### config.mk
export PLATFORM = sky130hd
export DESIGN_NAME = dcd_decider
export DESIGN_NICKNAME = d
export VERILOG_FILES = /design/src/rtl/dcd_pkg.sv /design/src/rtl/dcd_msb.sv /design/src/rtl/dcd_varfile.sv /design/src/rtl/dcd_decider.sv
export SDC_FILE = /design/constraint.sdc
export NUM_CORES = 1
export LEC_CHECK = 0
export BUFFER_PORTS_ARGS = -buffer_cell sky130_fd_sc_hd__clkbuf_2
export CORE_UTILIZATION = 45
export CTS_CLUSTER_SIZE = 8
export DETAILED_ROUTE_END_ITERATION = 10
export PLACE_DENSITY = 0.65
export SYNTH_ARGS = -nofsm -noshare
export SYNTH_HDL_FRONTEND = slang
export SYNTH_SLANG_ARGS = --single-unit
### constraint.sdc
create_clock -name clk -period 3.37 [get_ports clk]
set_clock_uncertainty 0.05 [all_clocks]
set_input_delay 1.011 -clock clk [delete_from_list [all_inputs] [get_ports clk]]
set_output_delay 1.011 -clock clk [all_outputs]
set_load 0.03 [all_outputs]
### src/rtl/dcd_pkg.sv
package dcd_pkg;
  typedef enum logic [1:0] {
    DS_SEARCH = 2'd0,
    DS_UNWIND = 2'd1,
    DS_DONE   = 2'd2
  } dstate_e;
endpackage

### src/rtl/dcd_msb.sv
module dcd_msb #(
  parameter int W  = 8,
  parameter int IW = 3
) (
  input  logic [W-1:0]  vec,
  output logic [IW-1:0] idx,
  output logic          found
);
  // Highest set bit wins; the ascending scan lets later bits overwrite.
  function automatic logic [IW-1:0] top_index(input logic [W-1:0] v);
    logic [IW-1:0] r;
    r = '0;
    for (int i = 0; i < W; i++) begin
      if (v[i]) r = IW'(i);
    end
    return r;
  endfunction

  assign idx   = top_index(vec);
  assign found = |vec;
endmodule

### src/rtl/dcd_varfile.sv
module dcd_varfile #(
  parameter int W  = 8,
  parameter int IW = 3
) (
  input  logic          clk,
  input  logic          rst_n,
  input  logic          clr_all,
  input  logic          merge_en,
  input  logic [W-1:0]  merge_vec,
  input  logic          wr_en,
  input  logic [IW-1:0] wr_idx,
  input  logic          wr_val,
  input  logic          wr_tried,
  input  logic          free_en,
  input  logic [IW-1:0] free_idx,
  output logic [W-1:0]  vals,
  output logic [W-1:0]  tried,
  output logic [W-1:0]  pool
);
  for (genvar g = 0; g < W; g++) begin : g_var
    logic v_q, t_q, p_q;
    logic hit_wr, hit_free;
    assign hit_wr   = wr_en   && (wr_idx   == IW'(g));
    assign hit_free = free_en && (free_idx == IW'(g));

    always_ff @(posedge clk or negedge rst_n) begin
      if (!rst_n) begin
        v_q <= 1'b0;
        t_q <= 1'b0;
        p_q <= 1'b0;
      end else if (clr_all) begin
        v_q <= 1'b0;
        t_q <= 1'b0;
        p_q <= 1'b0;
      end else begin
        if (merge_en && merge_vec[g]) p_q <= 1'b1;
        if (hit_wr) begin
          v_q <= wr_val;
          t_q <= wr_tried;
          p_q <= 1'b0;
        end
        if (hit_free) begin
          v_q <= 1'b0;
          t_q <= 1'b0;
          p_q <= 1'b0;
        end
      end
    end

    assign vals[g]  = v_q;
    assign tried[g] = t_q;
    assign pool[g]  = p_q;
  end
endmodule

### src/rtl/dcd_decider.sv
module dcd_decider #(
  parameter int   NV        = 8,
  parameter logic FIRST_VAL = 1'b0,
  localparam int  IW        = (NV > 1) ? $clog2(NV) : 1,
  localparam int  LW        = $clog2(NV + 1)
) (
  input  logic          clk,
  input  logic          rst_n,
  input  logic          start,
  input  logic          step,
  input  logic          conflict_valid,
  input  logic [NV-1:0] conflict_vars,
  output logic          ready,
  output logic          asg_valid,
  output logic [IW-1:0] asg_var,
  output logic          asg_val,
  output logic          asg_set,
  output logic          sat,
  output logic          unsat
);
  import dcd_pkg::*;

  // Bits strictly below the depth are the assigned prefix.
  function automatic logic [NV-1:0] prefix_mask(input logic [LW-1:0] depth);
    logic [NV-1:0] m;
    for (int i = 0; i < NV; i++) m[i] = (LW'(i) < depth);
    return m;
  endfunction

  dstate_e       st_q;
  logic [LW-1:0] lvl_q;
  logic [IW-1:0] cursor_q;
  logic [IW-1:0] tgt_q;

  logic [NV-1:0] vals_w, tried_w, pool_w;
  logic [NV-1:0] asg_mask_w, new_bits_w, cand_w;
  logic [IW-1:0] tgt_w;
  logic          cand_found_w;
  logic          all_set_w;
  logic          take_conf_w, take_step_w;
  logic          unwinding_w, flip_now_w;

  assign ready        = (st_q == DS_SEARCH);
  assign asg_mask_w   = prefix_mask(lvl_q);
  assign new_bits_w   = conflict_vars & asg_mask_w;
  assign cand_w       = (pool_w | new_bits_w) & ~tried_w & asg_mask_w;
  assign all_set_w    = (lvl_q == LW'(NV));
  assign take_conf_w  = ready && conflict_valid && !start;
  assign take_step_w  = ready && step && !conflict_valid && !start;
  assign unwinding_w  = (st_q == DS_UNWIND) && !start;
  assign flip_now_w   = unwinding_w && !(cursor_q > tgt_q);

  dcd_msb #(.W(NV), .IW(IW)) u_msb (
    .vec   (cand_w),
    .idx   (tgt_w),
    .found (cand_found_w)
  );

  logic          wr_en_w, wr_val_w, wr_tried_w;
  logic [IW-1:0] wr_idx_w;

  always_comb begin
    wr_en_w    = 1'b0;
    wr_idx_w   = '0;
    wr_val_w   = 1'b0;
    wr_tried_w = 1'b0;
    if (take_step_w && !all_set_w) begin
      wr_en_w  = 1'b1;
      wr_idx_w = lvl_q[IW-1:0];
      wr_val_w = FIRST_VAL;
    end else if (flip_now_w) begin
      wr_en_w    = 1'b1;
      wr_idx_w   = tgt_q;
      wr_val_w   = ~vals_w[tgt_q];
      wr_tried_w = 1'b1;
    end
  end

  dcd_varfile #(.W(NV), .IW(IW)) u_vars (
    .clk       (clk),
    .rst_n     (rst_n),
    .clr_all   (start),
    .merge_en  (take_conf_w),
    .merge_vec (new_bits_w),
    .wr_en     (wr_en_w),
    .wr_idx    (wr_idx_w),
    .wr_val    (wr_val_w),
    .wr_tried  (wr_tried_w),
    .free_en   (unwinding_w && !flip_now_w),
    .free_idx  (cursor_q),
    .vals      (vals_w),
    .tried     (tried_w),
    .pool      (pool_w)
  );

  always_ff @(posedge clk or negedge rst_n) begin
    if (!rst_n) begin
      st_q      <= DS_SEARCH;
      lvl_q     <= '0;
      cursor_q  <= '0;
      tgt_q     <= '0;
      asg_valid <= 1'b0;
      asg_var   <= '0;
      asg_val   <= 1'b0;
      asg_set   <= 1'b0;
      sat       <= 1'b0;
      unsat     <= 1'b0;
    end else if (start) begin
      st_q      <= DS_SEARCH;
      lvl_q     <= '0;
      asg_valid <= 1'b0;
      sat       <= 1'b0;
      unsat     <= 1'b0;
    end else begin
      asg_valid <= 1'b0;
      unique case (st_q)
        DS_SEARCH: begin
          if (take_conf_w) begin
            if (cand_found_w) begin
              st_q     <= DS_UNWIND;
              tgt_q    <= tgt_w;
              cursor_q <= IW'(lvl_q - LW'(1));
            end else begin
              unsat <= 1'b1;
              st_q  <= DS_DONE;
            end
          end else if (take_step_w) begin
            if (all_set_w) begin
              sat  <= 1'b1;
              st_q <= DS_DONE;
            end else begin
              asg_valid <= 1'b1;
              asg_var   <= lvl_q[IW-1:0];
              asg_val   <= FIRST_VAL;
              asg_set   <= 1'b1;
              lvl_q     <= lvl_q + LW'(1);
            end
          end
        end
        DS_UNWIND: begin
          asg_valid <= 1'b1;
          if (flip_now_w) begin
            asg_var <= tgt_q;
            asg_val <= ~vals_w[tgt_q];
            asg_set <= 1'b1;
            lvl_q   <= LW'(tgt_q) + LW'(1);
            st_q    <= DS_SEARCH;
          end else begin
            asg_var  <= cursor_q;
            asg_val  <= 1'b0;
            asg_set  <= 1'b0;
            lvl_q    <= LW'(cursor_q);
            cursor_q <= cursor_q - IW'(1);
          end
        end
        default: ;
      endcase
    end
  end
endmodule

==> out/qor.yml <==
run_status:
  status: "finished, final reports clean"
synth:
  yosysUniqueCellTypes: 48
  ys_seq_area_frac: 0.413
  netlist_area_um2: 2670
  synthTopCellsByArea: "dfrtp_1 (41%), mux2i_1 (7.1%), ha_1 (5.6%)"
  synth_nets: 314
  yosys.area.top_type: "dfrtp_1"
  ys_warn_count: 0
  synth_top_cell_area_share: 0.413
  synthCells: 289
  synth.avg_cell_area_um2: 9.23
  ys_seq_elements: 44
critical_path:
  rrSetupSlack_ns: 0.67
  cp_data_required_time_ns: 3.54
  crit_buf_inv: 1
  cp-start-kind: "input port"
  timing.rr.end: "u_vars.g_var[0].v_q$_DFFE_PN0P_"
  worst-path-max-fanout: 20
  rr_startpoint: "tgt_q[2]$_DFFE_PN0P_"
  worstSetupPathType: "input port to flop"
  crit_path_cell_trace: "clkbuf_2 -> or4_4 -> nor2_4 -> a22oi_2 -> nor3_1 -> mux2i_1"
  critPathSlowestCell: "or4_4"
  max_stage_delay_ns: 0.57
  cp-end-kind: "flop"
  cp_top_family: "simple AND/OR/NAND/NOR gates"
  rr_worst_depth: 8
  cp_data_arrival_time_ns: 2.87
flow_run:
  cap_viol_max_count: 0
grt:
  grt_start_max_net_pins: 23
  antenna_found_initial: 0
  grt_pass1_vias: 2253
  grt_pass1_wl_mm: 11.6
  grt_usage: 0.244
  grt_overflow: 0
cts:
  numCtsBuffers: 5
  hold_buffers: 0
  cts_setup_buffers: 0
  clk_pin_slew_ns: 0.08
  insertion_delay_ns: 0.31
  cts_sinks: 44
  clock_path_buffers: 2
  cts_root_buf: "clkbuf_8"
  cts_resized: 0
  cts_tree: "yes"
  h-tree-depth: 2
sta:
  min_period_ns: 2.70
  maxSlewViolCount: 0
  fmax_mhz: 370
  worst_slew_pin_slew_ns: 0.641
  setup_violations: 0
  hold_viol_final: 0
  rsz0062_at_grt: "no"
  fin_crit_sh: 0.801
  fin_setup_tns_ns: 0
  maxSlewHeadroom: 0.569
  fin_ws_ns: 0.670
placed_design:
  dp_cells: 382
  preCtsSetupSlack_ns: 0.391
  dpl_cell_area_um2: 2880
  dpl.hpwl_mm: 5.14
  placement.io_buffers: 21
  gp_congestion: 0.978
floorplanning:
  fp.coreArea_um2: 5610
  dieArea_um2: 6240
  fp.dieH_um: 79.0
  io_pins: 22
  initial_core_util: 0.476
  row_count: 27
  die_w_um: 79.0
route:
  wl_mm: 6.86
  dr.first_iter.drc_count: 243
  via_per_inst: 5.84
  wl_per_cell_um: 17.6
  ant_nets: 0
  vias: 2273
  first_pass_iters: 4
  drc: 0
power:
  power_leakage_nw: 1.28
  peakVddDrop_mv: 0.268
  power_mw: 1.48
  p_per_area_nw_per_um2: 502
cells_and_area:
  syn2layout_area_growth_pct: 10.8
  finalNonFillerCells: 389
  final_layout_size_suffix_gt1_frac: 0.170
  n_antenna_cell: 0
  finish.net_count: 342
  final_area_um2: 2960
hold_path:
  hp-start: "asg_var[1]$_DFFE_PN0P_"
  whs_endpoint: "asg_var[1]$_DFFE_PN0P_"
  hold_depth: 2
  hp-class: "flop to flop"
cell families (layout without fill, tap and decap cells):
logic type / Yosys count / count (layout) / synth area share
AO/OA/AOI/OAI: 71 / 71 / 0.176
adder cells (fa/ha/maj): 12 / 12 / 0.0563
AND/OR/NAND/NOR: 112 / 112 / 0.210
multiplexers: 22 / 22 / 0.0924
buffers and inverters: 26 / 54 / 0.0464
XOR/XNOR: 2 / 2 / 0.00656
flip-flops: 44 / 44 / 0.413
flip-flops by register name (all words and copies together), names as in the netlist, 2 cells and up:
signal and cells:
cursor_q 3, u_vars.g_var.v_q 8, asg_var 3, tgt_q 3, u_vars.g_var.p_q 8, lvl_q 4
u_vars.g_var.t_q 8, st_q 2
cell type report:
cell class                      count  area, um^2
Clock buffer                        6        72.6
Tap cell                           72        90.1
Inverter                           15        56.3
Timing Repair Buffer               32         188
Clock inverter                      1        5.00
Multi-Input combinational cell    219        1440
Fill cell                         546        2650
Sequential cell                    44        1100
synth_stat cells (all sizes together):
library cell,count
nor2,29
o31a,2
nor3b,7
mux2i,19
buf,6
a41oi,1
or4,1
a22oi,3
o21ai,17
clkbuf,5
xor2,1
o22ai,7
inv,15
o221ai,3
a31o,2
o32ai,1
o31ai,2
nor4b,2
nand3,3
mux4,2
or3,2
o21bai,1
a21oi,16
dfrtp,44
and3,1
nand2b,5
a32oi,1
nand3b,1
a22o,1
xnor2,1
a2bb2oi,1
a31oi,10
nor2b,2
nand2,40
a211oi,3
nor3,15
ha,12
nor4,4
mux2,1
metrics by stage:
step | hold slack, ns | utilization
after floorplan | 0.446 | -
after global placement | 0.413 | 0.513
after detailed placement | 0.420 | 0.513
after CTS | 0.442 | 0.527
after global routing | 0.465 | 0.527
final | 0.443 | 0.527
where the power goes:
group	total (mW)	switching (mW)	internal (mW)
Sequential	0.643	0.0648	0.579
Clock	0.328	0.187	0.141
Combinational	0.514	0.327	0.187
how the worst max path moves through the flow:
stage	slack, ns	start	end	depth (start not counted)
2_1_floorplan	0.78	conflict_valid	u_vars.g_var[7].p_q$_DFFE_PN0P_	6
3_3_place_gp	0.47	start	u_vars.g_var[3].v_q$_DFFE_PN0P_	6
3_5_place_dp	0.39	start	u_vars.g_var[3].v_q$_DFFE_PN0P_	6
4_1_cts	0.70	tgt_q[2]$_DFFE_PN0P_	u_vars.g_var[0].v_q$_DFFE_PN0P_	8
5_1_grt	0.49	tgt_q[2]$_DFFE_PN0P_	u_vars.g_var[5].v_q$_DFFE_PN0P_	8
6_report	0.67	start	u_vars.g_var[3].v_q$_DFFE_PN0P_	6
worst register-to-register path: cells and delay by family (launching register included):
kind                     cells  cell delay, ns
multiplexers                 1            0.25
adder cells (fa/ha/maj)      1            0.31
flip-flops                   1            0.50
AND/OR/NAND/NOR              2            0.71
AO/OA/AOI/OAI                2            0.52
buffers and inverters        2            0.28
per-layer routing:
layer / up-vias / global-route usage / wire (um)
met5: - / 0 / 0
met4: 0 / 0.0818 / 112
met3: 11 / 0.0506 / 410
met2: 79 / 0.361 / 3050
met1: 1086 / 0.353 / 3290
li1: 1097 / - / -
placed cells by master, fill, tap and decap left out, types with 3 or more instances in the layout:
| master | instances |
|---|---|
| nor4_1 | 4 |
| clkbuf_8 | 5 |
| a31oi_1 | 10 |
| nand3_1 | 3 |
| nand2_1 | 40 |
| nor3_2 | 3 |
| nor3_1 | 12 |
| o221ai_1 | 3 |
| dfrtp_1 | 44 |
| nor3b_1 | 7 |
| buf_4 | 11 |
| a21oi_1 | 14 |
| mux2i_1 | 19 |
| clkbuf_2 | 21 |
| inv_1 | 15 |
| o22ai_1 | 7 |
| a211oi_1 | 3 |
| ha_1 | 12 |
| o21ai_0 | 17 |
| nor2_1 | 28 |
| nand2b_1 | 4 |
Note: power is estimated with default switching activity, not from simulation.
